<file path="src/rtl/mfc_pkg.sv">
package mfc_pkg;
   typedef enum logic [1:0] {
      TRAP_NONE = 2'b00,
      TRAP_INSN = 2'b01,
      TRAP_DATA = 2'b10
   } trap_t;

   localparam int ACC_BITS = 3;
endpackage

</file>
<file path="src/rtl/mfc_status_reg.sv">
module mfc_status_reg #(
   parameter int STAT_W = 32,
   parameter int ERR_W  = 3
) (
   input  logic                         clk,
   input  logic                         rst_n,
   input  logic                         flt_valid,
   input  logic [mfc_pkg::ACC_BITS-1:0] acc_idx,
   input  logic [ERR_W-1:0]             err,
   input  logic                         rd,
   output logic [STAT_W-1:0]            stat_q
);
   localparam int ERR_LSB = 2;
   localparam int ACC_LSB = ERR_LSB + ERR_W;
   localparam int USED_W  = ACC_LSB + mfc_pkg::ACC_BITS;

   if (STAT_W < USED_W) begin : g_width_bad
      $error("STAT_W too small for status fields");
   end

   logic [STAT_W-1:0] base, fresh, nxt;

   always_comb begin
      // an unread nonzero word collapses to the overflow mark
      base = '0;
      if (stat_q != '0 && !rd) base[0] = 1'b1;
      fresh = '0;
      fresh[1] = 1'b1;
      fresh[ERR_LSB +: ERR_W] = err;
      fresh[ACC_LSB +: mfc_pkg::ACC_BITS] = acc_idx;
      if (flt_valid)  nxt = base | fresh;
      else if (rd)    nxt = '0;
      else            nxt = stat_q;
   end

   always_ff @(posedge clk) begin
      if (!rst_n) stat_q <= '0;
      else        stat_q <= nxt;
   end


   valid_flag_chk: assert property (@(posedge clk) disable iff (!rst_n)
      flt_valid |=> stat_q[1]);

   overflow_chk: assert property (@(posedge clk) disable iff (!rst_n)
      (flt_valid && !rd && stat_q != '0) |=> stat_q[0]);

   rd_no_overflow_chk: assert property (@(posedge clk) disable iff (!rst_n)
      (flt_valid && rd) |=> !stat_q[0]);

   rd_clear_chk: assert property (@(posedge clk) disable iff (!rst_n)
      (rd && !flt_valid) |=> stat_q == '0);

   stat_hold_chk: assert property (@(posedge clk) disable iff (!rst_n)
      (!rd && !flt_valid) |=> $stable(stat_q));
endmodule

</file>
<file path="src/rtl/mfc_addr_reg.sv">
module mfc_addr_reg #(
   parameter int VA_W = 32
) (
   input  logic            clk,
   input  logic            rst_n,
   input  logic            load,
   input  logic [VA_W-1:0] vaddr,
   output logic [VA_W-1:0] addr_q
);
   if (VA_W < 1) begin : g_width_bad
      $error("VA_W must be positive");
   end

   always_ff @(posedge clk) begin
      if (!rst_n)    addr_q <= '0;
      else if (load) addr_q <= vaddr;
   end


   addr_load_chk: assert property (@(posedge clk) disable iff (!rst_n)
      load |=> addr_q == $past(vaddr));

   addr_hold_chk: assert property (@(posedge clk) disable iff (!rst_n)
      !load |=> $stable(addr_q));
endmodule

</file>
<file path="src/rtl/mfc_trap_sel.sv">
module mfc_trap_sel #(
   parameter bit TRAP_REG = 1'b1
) (
   input  logic           clk,
   input  logic           rst_n,
   input  logic           flt_valid,
   input  logic           is_fetch,
   input  logic           suppress,
   output mfc_pkg::trap_t trap_type,
   output logic           grant_rwx
);
   import mfc_pkg::*;

   trap_t sel_d;
   logic  grant_d;

   always_comb begin
      sel_d   = TRAP_NONE;
      grant_d = 1'b0;
      if (flt_valid) begin
         if (suppress)      grant_d = 1'b1;
         else if (is_fetch) sel_d   = TRAP_INSN;
         else               sel_d   = TRAP_DATA;
      end
   end

   if (TRAP_REG) begin : g_reg
      always_ff @(posedge clk) begin
         if (!rst_n) begin
            trap_type <= TRAP_NONE;
            grant_rwx <= 1'b0;
         end else begin
            trap_type <= sel_d;
            grant_rwx <= grant_d;
         end
      end

      suppress_chk: assert property (@(posedge clk) disable iff (!rst_n)
         (flt_valid && suppress) |=> (trap_type == TRAP_NONE) && grant_rwx);

      trap_pulse_chk: assert property (@(posedge clk) disable iff (!rst_n)
         !flt_valid |=> trap_type == TRAP_NONE);
   end else begin : g_comb
      assign trap_type = sel_d;
      assign grant_rwx = grant_d;
   end


   trap_code_chk: assert property (@(posedge clk) disable iff (!rst_n)
      $onehot0(trap_type));

   grant_excl_chk: assert property (@(posedge clk) disable iff (!rst_n)
      grant_rwx |-> trap_type == TRAP_NONE);
endmodule

</file>
<file path="src/rtl/mmu_fault_capture.sv">
module mmu_fault_capture #(
   parameter int STAT_W   = 32,
   parameter int ERR_W    = 3,
   parameter int VA_W     = 32,
   parameter bit TRAP_REG = 1'b1
) (
   input  logic              clk,
   input  logic              rst_n,
   input  logic              flt_valid,
   input  logic              flt_write,
   input  logic              flt_fetch,
   input  logic              flt_super,
   input  logic [ERR_W-1:0]  flt_err,
   input  logic [VA_W-1:0]   flt_vaddr,
   input  logic              nofault_mode,
   input  logic              traps_en,
   input  logic              stat_rd,
   output logic [STAT_W-1:0] stat_q,
   output logic [VA_W-1:0]   addr_q,
   output logic [1:0]        trap_type,
   output logic              grant_rwx,
   output logic              check_bypass
);
   import mfc_pkg::*;

   logic [ACC_BITS-1:0] acc_idx;
   logic                suppress;
   trap_t               trap_e;

   assign acc_idx      = {flt_write, flt_fetch, flt_super};
   assign suppress     = nofault_mode || !traps_en;
   assign check_bypass = nofault_mode && !flt_super;
   assign trap_type    = trap_e;

   mfc_status_reg #(.STAT_W(STAT_W), .ERR_W(ERR_W)) u_stat (
      .clk(clk), .rst_n(rst_n), .flt_valid(flt_valid), .acc_idx(acc_idx),
      .err(flt_err), .rd(stat_rd), .stat_q(stat_q));

   mfc_addr_reg #(.VA_W(VA_W)) u_addr (
      .clk(clk), .rst_n(rst_n), .load(flt_valid), .vaddr(flt_vaddr),
      .addr_q(addr_q));

   mfc_trap_sel #(.TRAP_REG(TRAP_REG)) u_trap (
      .clk(clk), .rst_n(rst_n), .flt_valid(flt_valid), .is_fetch(flt_fetch),
      .suppress(suppress), .trap_type(trap_e), .grant_rwx(grant_rwx));
endmodule

</file>
<file path="config.mk">
export PLATFORM = sky130hd
export DESIGN_NAME = mmu_fault_capture
export DESIGN_NICKNAME = d
export VERILOG_FILES = /design/src/rtl/mfc_pkg.sv /design/src/rtl/mfc_status_reg.sv /design/src/rtl/mfc_addr_reg.sv /design/src/rtl/mfc_trap_sel.sv /design/src/rtl/mmu_fault_capture.sv
export SDC_FILE = /design/constraint.sdc
export NUM_CORES = 1
export LEC_CHECK = 0
export CAP_MARGIN = 25
export CORE_MARGIN = 3
export CORE_UTILIZATION = 40
export DETAILED_ROUTE_END_ITERATION = 12
export PLACE_DENSITY = 0.82
export SYNTH_ARGS = -nofsm -noshare
export SYNTH_HDL_FRONTEND = slang
export SYNTH_HIERARCHICAL = 1
export SYNTH_SLANG_ARGS = --single-unit
export TNS_END_PERCENT = 1
</file>
<file path="constraint.sdc">
create_clock -name clk -period 2.7 [get_ports clk]
set_input_delay 0.54 -clock clk [delete_from_list [all_inputs] [get_ports clk]]
set_output_delay 0.54 -clock clk [all_outputs]
set_load 0.005 [all_outputs]
</file>
Word-level counts from Yosys, hierarchy flattened
Cells that the tools add are included.

operators by class
  multiplexer cells = 5
  reduce and logical (&&, ||, !) cells = 10
  bitwise gates (word level) = 3

operator list
  cell                       count
  two-way mux 32 bit         2
  nonzero test 32 bit        1
  bitwise OR 1 x 8 -> 8 bit  1
  logical NOT 1 bit          3
  OR reduction 3 bit         1
  logical AND 1 bit          2
  two-way mux 1 bit          2
  two-way mux 2 bit          1
  inverter 1 bit             2
  AND reduction 2 bit        1
  nonzero test 2 bit         1
  logical OR 1 bit           1

storage, ports and cells
  bits of input ports = 44
  flip-flop bits (word level) = 67
  word-level logic and storage cells = 22
  output and inout port bits = 68

Logic depth before layout (Yosys ltp)
  depth after elaboration = 5
  depth in mapped cells = 4
  gate-level depth less buffers = 3

Modules after synthesis
The synthesis kept the hierarchy.

by module, submodules not included
  module             sequential area each (µm²)  cells each  instances  area each (µm²)
  mfc_addr_reg       640.6                       103         1          1243.7
  mfc_status_reg     160.2                       59          1          518.0
  mfc_trap_sel       60.1                        6           1          91.3
  mmu_fault_capture  0.0                         2           1          20.0

Worst setup path after synthesis
No wires, ideal clock.

  path type = input-to-output
  from = input nofault_mode
  to = output check_bypass
  buffers on the path = 0
  data arrival time = 650 ps
  path slack = 1510 ps
  data required time = 2160 ps
  stages = 1
  path through = nor2b_4

on the way
  cells in the longest elaborated chain, start to end = 1

ends and longest elaborated chain
  item                RTL line                 text
  start: declaration  mmu_fault_capture.sv:15  input logic nofault_mode,
  logical AND 1 bit   mmu_fault_capture.sv:32  assign check_bypass = nofault_mode && !flt_super;
  end: declaration    mmu_fault_capture.sv:22  output logic check_bypass

No other way between the ends.

Final worst setup path
Ends and elaborated chain as after synthesis.

==> reports/summary.txt <==
Hpwl dp: 3.00 mm
Area taken by multi-input logic gates: 825 µm²
Core footprint: 0.00444 mm²
Global-route wire length before repair: 5.76 mm
Fillers: 397
Port bufs: 87
Clock power share: 32.3%
Yosys warnings: 6
Total CTS buffers: 5
CTS tree: yes
Area Growth Syn to Fin: 47.1%
Critical Path RT: 2.16 ns
Vias: 1379
R2R depth: 3
Worst R2R End: u_stat/stat_q[0]$_SDFFE_PN0P_
Max Fanout on Critical Path: 2
Antenna violations before repair: 0
CTS root buffer: clkbuf_8
NumNets Final: 302
RSZ-0062 raised after global routing: no
Hold Crit Class: flip-flop to flip-flop
Largest net degree at the start of global routing: 28
Area of the die: 0.00554 mm²
H-tree Lvls: 2
Setup fix buffers added after clock tree synthesis: 0
Initial Util: 42.1%
Net Sw Frac: 22.6%
CTS Sinks: 43
R2r startpoint: u_stat/stat_q[5]$_SDFFE_PN0P_
Hold Path Sink: u_addr/addr_q[23]$_SDFFE_PN0P_
Most common cell in the netlist: dfxtp_1
Setup TNS Final: 0 ns
Vias per inst: 4.43
Sequential cell area fraction in the yosys report: 46.0%
Hold_sp: u_addr/addr_q[23]$_SDFFE_PN0P_
Period utilization: 80.4%
Hold slack: 0.519 ns
CP Capture Type: primary output
Overall routing resource usage: 13.6%
Worst IR Drop VDD: 0.000225 V
Gpl congestion: 0.670
Pint: 1.06 mW
Combinational group share of total power: 17.7%
Clock Path Buffers: 2
Sw power: 311 µW
Critical Path AT: 1.63 ns
Final Hold Fails: 0
Clock Latency Late Sink: 0.29 ns
Worst setup path category: input pin to primary output
Clk_skew: 0.0106 ns
Fin crit period: 2.17 ns
Die Height: 74.4 µm
CP max-delay cell: clkdlybuf4s50_1
Wire length per cell: 12.9 µm
Share of cells above drive strength 1: 6.18%
Drt first pass iters: 3
Max_slew headroom: 57.0%
Rows: 24
Async SR Flop Fraction: 0%
Post-CTS sizing: 0
Post-synth EDFFs: 0
Slew @ Worst Pin: 0.645 ns
Vias in the first global route: 1265
PwrDens: 499 mW/mm²
Most frequent cells after synthesis: dfxtp_1 (43), nor2b_1 (39), mux2i_1 (32)
Boundary pin count: 112
P_leak: 1.14 nW
Final setup viols: 0
F_max: 461 MHz
DRT Wirelength: 4.02 mm
Worst-path clk slew: 0.08 ns
Die X: 74.4 µm
Mapped Cells: 170
Largest cells by area after synthesis: dfxtp_1 (46%), mux2i_1 (17%), nor2b_1 (13%)
Outcome: complete, no violations
GRT overflow: 0
Critical path, cell by cell: clkdlybuf4s50_1 -> nor2b_4 -> clkdlybuf4s50_1
Hold-fix buffers, CTS: 0
Yosys top cell area share: 46.0%
CP max stage delay: 0.50 ns
DRT iter0 DRCs: 50
Mapped Area: 0.00187 mm²
Sequential Power Share: 50.0%
DRC viols: 0
Leading area contributor after synthesis: dfxtp_1
Yosys reg bits: 43
Register area: 861 µm²
CP most frequent cell: clkdlybuf4s50_1
# diodes: 0
Startpoint types: input pin
Worst hold stages: 2
Antenna-violating nets left: 0
Synthesized area per cell: 11.0 µm²
Max-cap violations: 0
Unique masters post-synth: 21
Max-slew violations: 0
Worst reg-to-reg setup slack: 1.61 ns
Ys flop type: dfxtp_1
-- through the flow --
step                cells  setup WS [ns]  power (mW)  instance area, µm²  utilization, %
finish                311          0.528        1.37                2760            62.0
floorplan             193           1.51       0.827                1960               -
global placement      303          0.538       0.941                2650            59.7
CTS                   311          0.520        1.40                2760            62.0
global route          311          0.488        1.45                2760            62.0
detailed placement    303          0.525       0.948                2650            59.7
-- layer usage --
layer	track usage, %	routed length (µm)
met3	5.95	427
met1	15.0	1660
met2	23.3	1900
met4	4.74	35
met5	0	0
-- worst max path at each step --
| stage | startpoint | end | slack (ns) | depth (start not counted) |
|---|---|---|---|---|
| 4_1_cts | nofault_mode | check_bypass | 0.52 | 3 |
| 5_1_grt | nofault_mode | check_bypass | 0.49 | 3 |
| 6_report | nofault_mode | check_bypass | 0.53 | 3 |
| 3_3_place_gp | nofault_mode | check_bypass | 0.54 | 3 |
| 2_1_floorplan | nofault_mode | check_bypass | 1.51 | 1 |
| 3_5_place_dp | nofault_mode | check_bypass | 0.53 | 3 |
-- worst max-delay path: cells and delay by family --
family | cells | cell delay (ns)
AND/OR/NAND/NOR | 1 | 0.13
buffers and inverters | 2 | 0.97
-- sequential cells by signal, indices dropped and copies added, names as in the netlist --
| register | cells |
|---|---|
| u_trap/grant_rwx | 1 |
| u_addr/addr_q | 32 |
| u_stat/stat_q | 8 |
| u_trap/trap_type | 2 |
-- power groups by stage --
stage / clock network (mW) / logic [mW] / registers, mW
2_1_floorplan: 0 / 0.123 / 0.705
3_3_place_gp: 0 / 0.240 / 0.701
3_5_place_dp: 0 / 0.245 / 0.703
4_1_cts: 0.462 / 0.246 / 0.688
5_1_grt: 0.488 / 0.264 / 0.693
6_report: 0.443 / 0.243 / 0.688
-- kinds of logic after synthesis --
| family | after synthesis | share of synthesized area [%] |
|---|---|---|
| compound gates | 7 | 2.00 |
| buf+inv | 32 | 14.6 |
| flops | 43 | 46.0 |
| mux | 32 | 17.1 |
| other cells | 1 | 0.200 |
| simple gates | 55 | 20.1 |
-- final cells by class --
cell class / instances / share of cell area [%]
clock inverter: 1 / 0.272
tap: 52 / 2.36
sequential: 43 / 31.2
multi-input combinational: 118 / 29.9
timing repair buffer: 90 / 32.7
clock buffer: 7 / 3.50
-- cell usage in the layout, fill, tap and decap left out, drive strengths merged --
master and n:
clkbuf 7, and4bb 2, nor2b 40, nor3 1
buf 4, and4b 1, nand2b 1, mux2i 32
nand4b 1, o21a 1, dfxtp 43, nor3b 6
conb 24, nor2 1, clkdlybuf4s50 86, clkinvlp 1
a21oi 6, and3 1, nor4 1
Power figures use the tool's default switching activity.
